`config.mk`:
```
export PLATFORM = sky130hd
export DESIGN_NAME = pwm_bitsel
export DESIGN_NICKNAME = d
export VERILOG_FILES = /design/src/rtl/pwm_bitsel_pkg.sv /design/src/rtl/pwm_bitsel_regs.sv /design/src/rtl/pwm_bitsel_counter.sv /design/src/rtl/pwm_bitsel_compare.sv /design/src/rtl/pwm_bitsel.sv
export SDC_FILE = /design/constraint.sdc
export NUM_CORES = 1
export LEC_CHECK = 0
export BUFFER_PORTS_ARGS = -buffer_cell sky130_fd_sc_hd__buf_2
export CORE_UTILIZATION = 40
export DETAILED_ROUTE_END_ITERATION = 12
export GPL_ROUTABILITY_DRIVEN = 0
export HOLD_SLACK_MARGIN = 0.06
export PLACE_DENSITY = 0.69
export SYNTH_ARGS = -nofsm -noshare
export SYNTH_HDL_FRONTEND = slang
export SYNTH_SLANG_ARGS = --single-unit
```
`constraint.sdc`:
```
create_clock -name clk -period 4.7 [get_ports clk]
set_input_delay 1.175 -clock clk [delete_from_list [all_inputs] [get_ports clk]]
set_output_delay 1.175 -clock clk [all_outputs]
set_load 0.02 [all_outputs]
```
`src/rtl/pwm_bitsel_pkg.sv`:
```
package pwm_bitsel_pkg;

    localparam int CNT_W  = 8;
    localparam int PSC_W  = 2;
    localparam int DATA_W = 8;
    localparam int DUTY_W = CNT_W - 1;

    typedef enum logic {
        SEL_CTRL = 1'b0,
        SEL_DUTY = 1'b1
    } pwm_sel_e;

    typedef struct packed {
        logic             en;
        logic [PSC_W-1:0] psc;
    } pwm_ctrl_t;

    // bits of the counter that take part in the duty comparison
    function automatic logic [CNT_W-1:0] active_mask(input logic [PSC_W-1:0] p);
        logic [CNT_W-1:0] m;
        m = '0;
        for (int i = 0; i < CNT_W; i++) begin
            if (i < CNT_W - 1 - int'(p)) m[i] = 1'b1;
        end
        return m;
    endfunction

endpackage

```
`src/rtl/pwm_bitsel_regs.sv`:
```
module pwm_bitsel_regs
    import pwm_bitsel_pkg::*;
(
    input  logic              clk,
    input  logic              rst,
    input  logic              we,
    input  logic              addr,
    input  logic [DATA_W-1:0] wdata,
    output logic [DATA_W-1:0] rdata,
    output pwm_ctrl_t         ctrl,
    output logic [DUTY_W-1:0] duty
);

    always_ff @(posedge clk) begin
        if (rst) begin
            ctrl <= '0;
            duty <= '0;
        end else if (we) begin
            if (pwm_sel_e'(addr) == SEL_CTRL) begin
                ctrl.en  <= wdata[DATA_W-1];
                ctrl.psc <= wdata[PSC_W-1:0];
            end else begin
                duty <= wdata[DUTY_W-1:0];
            end
        end
    end

    always_comb begin
        rdata = '0;
        if (pwm_sel_e'(addr) == SEL_CTRL) begin
            rdata[DATA_W-1]  = ctrl.en;
            rdata[PSC_W-1:0] = ctrl.psc;
        end else begin
            rdata[DUTY_W-1:0] = duty;
        end
    end

endmodule

```
`src/rtl/pwm_bitsel_counter.sv`:
```
module pwm_bitsel_counter
    import pwm_bitsel_pkg::*;
(
    input  logic             clk,
    input  logic             rst,
    input  logic             tick,
    input  logic             en,
    input  logic [PSC_W-1:0] psc,
    output logic [CNT_W-1:0] cnt
);

    localparam int NUM_PSC = 1 << PSC_W;

    logic [CNT_W-1:0]   cnt_inc;
    logic [NUM_PSC-1:0] wrap_hit;

    assign cnt_inc = cnt + {{(CNT_W-1){1'b0}}, 1'b1};

    // one candidate reset bit per prescaler setting
    generate
        for (genvar g = 0; g < NUM_PSC; g++) begin : g_wrap
            assign wrap_hit[g] = cnt_inc[CNT_W-1-g];
        end
    endgenerate

    always_ff @(posedge clk) begin
        if (rst || !en) begin
            cnt <= '0;
        end else if (tick) begin
            cnt <= wrap_hit[psc] ? '0 : cnt_inc;
        end
    end

endmodule

```
`src/rtl/pwm_bitsel_compare.sv`:
```
module pwm_bitsel_compare
    import pwm_bitsel_pkg::*;
(
    input  logic              en,
    input  logic [PSC_W-1:0]  psc,
    input  logic [CNT_W-1:0]  cnt,
    input  logic [DUTY_W-1:0] duty,
    output logic              pwm
);

    logic [CNT_W-1:0] active;

    assign active = cnt & active_mask(psc);
    assign pwm    = en && (active < {1'b0, duty});

endmodule

```
`src/rtl/pwm_bitsel.sv`:
```
module pwm_bitsel
    import pwm_bitsel_pkg::*;
(
    input  logic              clk,
    input  logic              rst,
    input  logic              ref_tick,
    input  logic              reg_we,
    input  logic              reg_addr,
    input  logic [DATA_W-1:0] reg_wdata,
    output logic [DATA_W-1:0] reg_rdata,
    output logic              pwm_out
);

    pwm_ctrl_t         ctrl_q;
    logic [DUTY_W-1:0] duty_q;
    logic [CNT_W-1:0]  cnt_q;
    logic              en_q;
    logic [PSC_W-1:0]  psc_q;

    assign en_q  = ctrl_q.en;
    assign psc_q = ctrl_q.psc;

    pwm_bitsel_regs u_regs (
        .clk   (clk),
        .rst   (rst),
        .we    (reg_we),
        .addr  (reg_addr),
        .wdata (reg_wdata),
        .rdata (reg_rdata),
        .ctrl  (ctrl_q),
        .duty  (duty_q)
    );

    pwm_bitsel_counter u_counter (
        .clk  (clk),
        .rst  (rst),
        .tick (ref_tick),
        .en   (en_q),
        .psc  (psc_q),
        .cnt  (cnt_q)
    );

    pwm_bitsel_compare u_compare (
        .en   (en_q),
        .psc  (psc_q),
        .cnt  (cnt_q),
        .duty (duty_q),
        .pwm  (pwm_out)
    );

endmodule

```
==> results_dict.tcl, run 1 <==
set metrics [dict create \
    muxShareOfSynthArea_pct 4.46 \
    drtPass1Iterations 6 \
    synth_nets 160 \
    cts_buffer_depth 2 \
    cts_hold_buf 0 \
    ys_ff_latch 18 \
    viasPerCell 5.53 \
    core_sq_mm 0.00273 \
    crit_path_end_kind "primary output" \
    tightestPinTransition_ns 0.478 \
    drcViolationCount 0 \
    antenna_found_initial 0 \
    r2r_slack_ns 2.52 \
    synth_top_family_by_area "simple AND/OR/NAND/NOR gates" \
    postRouteAntennaNets 0 \
    dp_hpwl_mm 1.86 \
    cts.repair.resized 0 \
    setup.worst_path.end "reg_rdata[1]" \
    num_rows 19 \
    p_per_area_mw_per_mm2 231 \
    fin_crit_sh_pct 66.0 \
    cp.arrival_ns 1.93 \
    drt_iter0_markers 31 \
    synth_cell_types 41 \
    route.vias.total 1046 \
    synthCells 140 \
    ir_drop_mv 0.167 \
    leakage_nw 0.545 \
    finalCoreUtilization_pct 47.1 \
    r2r_cells 6 \
    grt-ovfl-total 0 \
    drt-wirelength-per-cell_um 13.1 \
    yosysMostFrequentCell "dfxtp_1" \
    grt_pass1_vias 943 \
    ys.flop_type "dfxtp_1" \
    die-width_um 55.6 \
    setup_viol 0 \
    diodes 0 \
    drive_gt1_share_pct 19.6 \
    r2r_end "u_counter.cnt[4]" \
    synth_area_sq_mm 0.00115 \
    yosysTopAreaCellShare_pct 31.3 \
    synth_common_cells "dfxtp_1 (18), nand2_1 (12), nor2_1 (10), a21oi_1 (9), nand3_1 (8)" \
    cts_root_buf "clkbuf_4" \
    cap_violations 0 \
    insertion_delay_ns 0.30 \
    initial_utilization_pct 42.1 \
    final.setup.tns_ns 0 \
    synth-edff-count 0 \
    fill_cells 281 \
    path_clk_slew_ns 0.10 \
    finalPower_uw 297 \
    synthArstFlopShare_pct 0 \
    hold_path_class "flip-flop to flip-flop" \
    status "complete, no violations" \
    path_class "input port to primary output" \
    slew_headroom_pct 68.1 \
    synth-adder-area-share_pct 7.62 \
    pin_count 22 \
    numCtsBuffers 3 \
    crit_start "reg_addr" \
    synthXorXnorAreaFrac_pct 0 \
    cts_tree "done" \
    synth_compound_area_share_pct 20.3 \
    ys_warn_count 0 \
    cp.required_ns 3.52 \
    grt_max_degree 19 \
    syn_to_final_growth_pct 12.0 \
    synth_area_leader_cell "dfxtp_1" \
    yosys-top-cells-area "dfxtp_1 (31%), ha_1 (7.6%), a22o_1 (4.6%)" \
    nNetsFinal 179 \
    routed_wl_mm 2.48 \
    grt_usage_pct 17.4 \
    r2r-start "u_counter.cnt[2]" \
    crit_path_start_kind "input port" \
    postCtsSetupBuffers 0 \
    yosys.area_share.simple_pct 29.9 \
    drv_slew 0 \
    cts.sink_count 18 \
    layout_min_cycle_time_ns 3.10 \
    rsz0062_at_grt "no" \
    skew_ns 0.00522 \
    yosysSeqAreaShare_pct 31.3 \
    final_hold_viol_count 0 \
    max_freq_mhz 322 \
    die_y_um 55.6 \
    synth_area_per_cell_sq_um 8.21 \
    htree_num_levels 1 \
    port_buffers 21 \
    die_area_sq_mm 0.00309 \
    grt_pass1_wl_mm 4.31 \
    crit_fanout 18 \
]
[cell usage in the layout, fill, tap and decap left out, types with 3 or more instances in the layout]
cell	n
ha_1	7
o31ai_1	5
clkbuf_4	3
dfxtp_1	18
nor2b_1	7
inv_1	7
nand2_1	12
nor2_1	10
and2_1	5
buf_2	21
a21oi_1	9
nand3_1	8
o21ai_0	3
mux2i_1	4
a22o_1	6
[power by group]
group	internal (mW)	switching, mW	total, mW
logic	0.0155	0.0212	0.0367
clock network	0.0473	0.0517	0.0989
registers	0.157	0.00502	0.162
total	0.219	0.0779	0.297
[sequential cells by signal (all words and copies together) (netlist names)]
register and count:
u_regs.duty 7, u_regs.ctrl 3, u_counter.cnt 8
[worst max-delay path, cell delays in order]
cell and delay (ns):
buf_2 0.24, mux2_1 0.35, buf_2 0.16
[through the flow]
stage                     std cells  cell area [sq um]  worst slack, ns  hold WS, ns
after floorplan                 140               1150             1.49        0.445
after global placement          185               1250             1.63        0.461
after detailed placement        185               1250             1.59        0.467
after CTS                       189               1290             1.59        0.482
after global routing            189               1290             1.49        0.499
final                           189               1290             1.60        0.477
[per-layer routing]
metal / vias to the layer above / GRT usage (%) / routed length, um
met5: - / 0 / 0
met4: 0 / 4.64 / 24
met3: 4 / 4.88 / 131
met2: 32 / 27.5 / 1150
met1: 475 / 23.2 / 1180
li1: 535 / - / -
[worst min-delay path by stage]
stage                         from        endpoint  depth (start not counted)
detailed placement  u_regs.duty[3]  u_regs.duty[3]                          2
global route        u_regs.duty[3]  u_regs.duty[3]                          2
floorplan           u_regs.duty[2]  u_regs.duty[2]                          2
CTS                 u_regs.duty[3]  u_regs.duty[3]                          2
finish              u_regs.duty[3]  u_regs.duty[3]                          2
global placement    u_regs.duty[3]  u_regs.duty[3]                          2
[area by class of cell]
type / instances / area [sq um] / area share [%]
Multi-Input combinational cell: 107 / 717 / 55.7
Sequential cell: 18 / 360 / 28.0
Timing Repair Buffer: 21 / 105 / 8.16
Tap cell: 31 / 38.8 / 3.01
Clock buffer: 4 / 36.3 / 2.82
Inverter: 8 / 30.0 / 2.33
[cells by family (layout without fill, tap and decap cells)]
kind of cell / count (synthesis) / after routing
buf+inv: 15 / 33
flops: 18 / 18
fa+ha+maj: 7 / 7
mux: 5 / 5
compound gates: 33 / 33
simple gates: 62 / 62
(Power assumes the default switching activity.)
==> inputs of run 2 (changes only) <==
--- a/config.mk
+++ b/config.mk
@@ -5,6 +5,7 @@
 export SDC_FILE = /design/constraint.sdc
 export NUM_CORES = 1
 export LEC_CHECK = 0
+export ABC_AREA = 1
 export BUFFER_PORTS_ARGS = -buffer_cell sky130_fd_sc_hd__buf_2
 export CORE_UTILIZATION = 40
 export DETAILED_ROUTE_END_ITERATION = 12
==> constraint.sdc (replaced) <==
create_clock -name clk -period 3.2 [get_ports clk]
set_input_delay 0.8 -clock clk [delete_from_list [all_inputs] [get_ports clk]]
set_output_delay 0.8 -clock clk [all_outputs]
set_load 0.02 [all_outputs]
==> results_dict.tcl, run 2 <==
set metrics [dict create \
    synth_cell_types 23 \
    cp.required_ns 2.40 \
    status "complete, no violations" \
    postCtsSetupBuffers 0 \
    yosysTopAreaCellShare_pct 33.2 \
    finalPower_uw 459 \
    drv_slew 0 \
    ys_ff_latch 18 \
    fin_crit_sh_pct 78.6 \
    insertion_delay_ns 0.30 \
    layout_min_cycle_time_ns 2.51 \
    fill_cells 277 \
    r2r_end "u_counter.cnt[4]" \
    viasPerCell 4.89 \
    final.setup.tns_ns 0 \
    drive_gt1_share_pct 26.6 \
    drt-wirelength-per-cell_um 11.2 \
    max_freq_mhz 398 \
    cts_hold_buf 0 \
    synth_area_leader_cell "dfxtp_1" \
    grt_usage_pct 17.8 \
    post_dp_cell_area_sq_mm 0.00121 \
    regArea_sq_um 360 \
    largest_reg_flops 8 \
    slew_headroom_pct 73.5 \
    diodes 0 \
    synth_common_cells "inv_1 (23), nand2_1 (23), dfxtp_1 (18), nor2_1 (15), nand3_1 (12)" \
    grt_pass1_wl_mm 3.66 \
    hold_slack_ns 0.503 \
    syn_to_final_growth_pct 15.1 \
    crit_fanout 5 \
    path_clk_slew_ns 0.10 \
    core_sq_mm 0.00252 \
    pin_count 22 \
    rsz0062_at_grt "no" \
    synth_area_per_cell_sq_um 7.15 \
    crit_path_start_kind "flip-flop" \
    dp_hpwl_mm 1.75 \
    drt_iter0_markers 14 \
    cts_buffer_depth 2 \
    p_per_area_mw_per_mm2 368 \
    r2r_cells 12 \
    cts_root_buf "clkbuf_4" \
    nNetsFinal 194 \
    yosys-top-cells-area "dfxtp_1 (33%), ha_1 (8.1%), inv_1 (7.9%)" \
    leakage_nw 0.583 \
    hold_end "u_regs.duty[0]" \
    reg_top3 "u_counter.cnt (8), u_regs.duty (7), u_regs.ctrl (3)" \
    grt_pass1_vias 875 \
    cts.repair.resized 0 \
    skew_ns 0.00266 \
    drtPass1Iterations 4 \
    hold_path_class "flip-flop to flip-flop" \
    synthArstFlopShare_pct 0 \
    crit_path_end_kind "primary output" \
    final_hold_viol_count 0 \
    final_area_sq_mm 0.00125 \
    hold-path-cell-count 2 \
    setup_viol 0 \
    die-width_um 54.1 \
    route.vias.total 992 \
    r2r_slack_ns 1.68 \
    r2r-start "u_counter.cnt[1]" \
    synth-edff-count 0 \
    yosysSeqAreaShare_pct 33.2 \
    antenna_found_initial 0 \
    grt_max_degree 14 \
    cts_tree "done" \
    grt-ovfl-total 0 \
    path_class "flip-flop to primary output" \
    initial_utilization_pct 43.1 \
    cts.sink_count 18 \
    final_cell_mix "inv_1 (23), nand2_1 (23), buf_2 (21)" \
    finalCoreUtilization_pct 49.6 \
    tightestPinTransition_ns 0.397 \
    routed_wl_mm 2.28 \
    numCtsBuffers 3 \
    port_buffers 21 \
    synthCells 152 \
    ir_drop_mv 0.248 \
    num_rows 18 \
    hp-start "u_regs.duty[0]" \
    cap_violations 0 \
    postRouteAntennaNets 0 \
    ys.flop_type "dfxtp_1" \
    synth_area_sq_mm 0.00109 \
    drcViolationCount 0 \
    ys_warn_count 0 \
    cp.arrival_ns 1.71 \
    htree_num_levels 1 \
    die_y_um 54.1 \
    multi_input_area_sq_um 621 \
    synth_nets 172 \
    die_area_sq_mm 0.00293 \
    max_flop_register "u_counter.cnt" \
]
## run 2: cell count changes after synthesis, sizes merged, moves of 7 or more
cell | before | now
nand2 | 12 | 29
inv | 7 | 24
nor2 | 10 | 26
a211oi | 1 | 9
nor2b | 7 | 0
## run 2: metal layers
layer	vias up	wire (um)	GRT usage [%]	share of wire, %
met5	-	0	0	0
met4	0	19	6.41	0.83
met3	2	164	6.21	7.2
met2	33	1010	30.0	44
met1	425	1090	20.7	48
li1	532	-	-	-
## run 2: worst max-delay path by stage
stage	end	cells past startpoint	startpoint	slack (ns)
3_3_place_gp	reg_rdata[1]	4	reg_addr	1.06
6_report	pwm_out	8	u_counter.cnt[5]	0.69
4_1_cts	pwm_out	8	u_counter.cnt[5]	0.68
3_5_place_dp	reg_rdata[0]	3	reg_addr	1.02
2_1_floorplan	reg_rdata[0]	2	reg_addr	0.92
5_1_grt	pwm_out	8	u_counter.cnt[5]	0.55
## run 2: cell families (layout without fill, tap and decap cells)
logic type | count (synthesis) | count (layout) | synth area share [%]
xor gates and xnor gates | 3 | 3 | 2.42
adders and majority gates | 7 | 7 | 8.06
DFF | 18 | 18 | 33.2
and+or+nand+nor | 71 | 71 | 31.8
AOI/OAI and AO/OA | 24 | 24 | 13.9
buffers and inverters | 28 | 49 | 9.68
muxes | 1 | 1 | 0.922
## run 2: cell type report
type	count	area share [%]
multi-input cells	106	49.6
clock buffers	4	2.90
repair buffers	21	8.41
inverters	24	7.21
well taps	30	3.00
flip-flops and latches	18	28.8
## run 2: worst max-delay path, cell delays in order, from the launching register on
cell	delay, ns
dfxtp_1	0.41
inv_1	0.08
nor2_1	0.10
ha_1	0.25
a21o_1	0.16
a21oi_1	0.12
nand2_1	0.07
nor2_1	0.08
buf_2	0.16
## run 2: through the flow
step / setup WS (ns) / instances
after floorplan: 0.915 / 152
after global placement: 1.06 / 199
after detailed placement: 1.02 / 199
after CTS: 0.681 / 203
after global routing: 0.553 / 203
final: 0.686 / 203
## run 2: where the power goes
group | switching (mW) | total (mW) | internal (mW) | leakage [nW]
Sequential | 0.00690 | 0.240 | 0.233 | 0.147
Clock | 0.0731 | 0.143 | 0.0695 | 0.0210
Combinational | 0.0479 | 0.0766 | 0.0286 | 0.415
==> inputs of run 3 (changes only) <==
--- a/config.mk
+++ b/config.mk
@@ -11,7 +11,7 @@
 export DETAILED_ROUTE_END_ITERATION = 12
 export GPL_ROUTABILITY_DRIVEN = 0
 export HOLD_SLACK_MARGIN = 0.06
-export PLACE_DENSITY = 0.69
+export PLACE_DENSITY = 0.72
 export SYNTH_ARGS = -nofsm -noshare
 export SYNTH_HDL_FRONTEND = slang
 export SYNTH_SLANG_ARGS = --single-unit
==> constraint.sdc (replaced) <==
create_clock -name clk -period 2.3 [get_ports clk]
set_input_delay 0.575 -clock clk [delete_from_list [all_inputs] [get_ports clk]]
set_output_delay 0.575 -clock clk [all_outputs]
set_load 0.02 [all_outputs]
==> results_dict.tcl, run 3 (same netlist as run 2, synthesis figures left out) <==
set metrics [dict create \
    stdcell_count 203 \
    postRouteAntennaNets 0 \
    drv_slew 0 \
    skew_ns 0.00239 \
    final_common_cell "nand2_1" \
    antenna_found_initial 0 \
    htree_num_levels 1 \
    drt_iter0_markers 17 \
    reg_top3 "u_counter.cnt (8), u_regs.duty (7), u_regs.ctrl (3)" \
    cts_tree "done" \
    cp.arrival_ns 1.61 \
    max_flop_register "u_counter.cnt" \
    grt_max_degree 14 \
    hp-start "u_regs.duty[1]" \
    grt_usage_pct 17.6 \
    fin_crit_sh_pct 95.0 \
    largest_reg_flops 8 \
    setup_viol 0 \
    grt_pass1_vias 900 \
    die_y_um 54.1 \
    postCtsSetupBuffers 0 \
    hold_path_class "flip-flop to flip-flop" \
    cts.repair.resized 0 \
    crit_start "u_regs.duty[3]" \
    crit_path_end_kind "primary output" \
    tightestPinTransition_ns 0.412 \
    path_class "flip-flop to primary output" \
    num_rows 18 \
    numCtsBuffers 3 \
    cts.sink_count 18 \
    initial_utilization_pct 43.1 \
    ir_drop_mv 0.374 \
    drtPass1Iterations 4 \
    diodes 0 \
    fill_cells 264 \
    crit_path_start_kind "flip-flop" \
    pin_count 22 \
    drcViolationCount 0 \
    die_area_sq_mm 0.00293 \
    cp.required_ns 1.73 \
    cts_hold_buf 0 \
    viasPerCell 5.08 \
    die-width_um 54.1 \
    path_clk_slew_ns 0.10 \
    slew_headroom_pct 72.5 \
    route.vias.total 1031 \
    status "complete, no violations" \
    core_sq_mm 0.00252 \
    routed_wl_mm 2.37 \
    drt-wirelength-per-cell_um 11.7 \
    final_cell_mix "nand2_1 (23), inv_1 (22), buf_2 (20)" \
    syn_to_final_growth_pct 17.7 \
    insertion_delay_ns 0.29 \
    final_hold_viol_count 0 \
    place_ws_ns 0.371 \
    layout_setup_ws_ns 0.116 \
    layout_min_cycle_time_ns 2.18 \
    max_freq_mhz 458 \
    dp.cells 199 \
    nNetsFinal 194 \
    p_per_area_mw_per_mm2 503 \
    grt-ovfl-total 0 \
    drive_gt1_share_pct 32.4 \
    crit_fanout 2 \
    cts_buffer_depth 2 \
    cap_violations 0 \
    leakage_nw 0.591 \
    dp_hpwl_mm 1.87 \
    r2r-start "u_counter.cnt[1]" \
    port_buffers 21 \
    final.setup.tns_ns 0 \
    grt_pass1_wl_mm 3.73 \
    cts_root_buf "clkbuf_4" \
]
-- run 3: cell types whose count changed in the layout (fill, tap and decap cells not counted), moves of 3 or more --
cell     change
a21oi_2      +3
dfxtp_1      -3
dfxtp_2      +3
a21oi_1      -3
-- run 3: layout make-up --
cell class / count / area [sq um] / area share (%)
clock buffers: 4 / 36.3 / 2.84
inverters: 24 / 90.1 / 7.04
repair buffers: 21 / 108 / 8.41
flip-flops and latches: 18 / 364 / 28.5
multi-input cells: 106 / 643 / 50.3
well taps: 30 / 37.5 / 2.94
-- run 3: final timing paths --
| path | cells past startpoint | slack (ns) | endpoint |
|---|---|---|---|
| worst max-delay path | 8 | 0.12 | pwm_out |
| worst min-delay path | 2 | 0.50 | u_regs.duty[1] |
| worst max register to register | 12 | 0.73 | u_counter.cnt[4] |
| worst min register to register | 2 | 0.50 | u_regs.duty[1] |
-- run 3: metal layers --
layer | part of all wire [%] | vias up | routed length, um | GRT usage [%]
li1 | - | 532 | - | -
met1 | 46 | 462 | 1080 | 20.2
met2 | 47 | 33 | 1100 | 30.2
met3 | 6.3 | 4 | 148 | 6.78
met4 | 1.3 | 0 | 31 | 5.13
met5 | 0 | - | 0 | 0
-- run 3: critical path, stage by stage (launching register included) --
cell and delay [ns]:
dfxtp_1 0.35, inv_1 0.06, ha_1 0.31, a21oi_2 0.16, o21ai_2 0.08, nand4_1 0.08, nand2_1 0.06, nor2_1 0.08
buf_4 0.14
-- run 3: report_power, final --
part / internal, mW / switching (mW)
logic: 0.0427 / 0.0705
registers: 0.325 / 0.0101
clock network: 0.0965 / 0.0983
total: 0.464 / 0.179
-- run 3: stage by stage --
step	total power, mW	hold slack (ns)	area, sq um	util, %
after global placement	0.445	0.481	1210	48.1
after floorplan	0.414	0.454	1090	-
after global routing	0.676	0.526	1280	50.7
after detailed placement	0.449	0.492	1210	48.1
after CTS	0.643	0.509	1250	49.6
final	0.643	0.504	1280	50.7
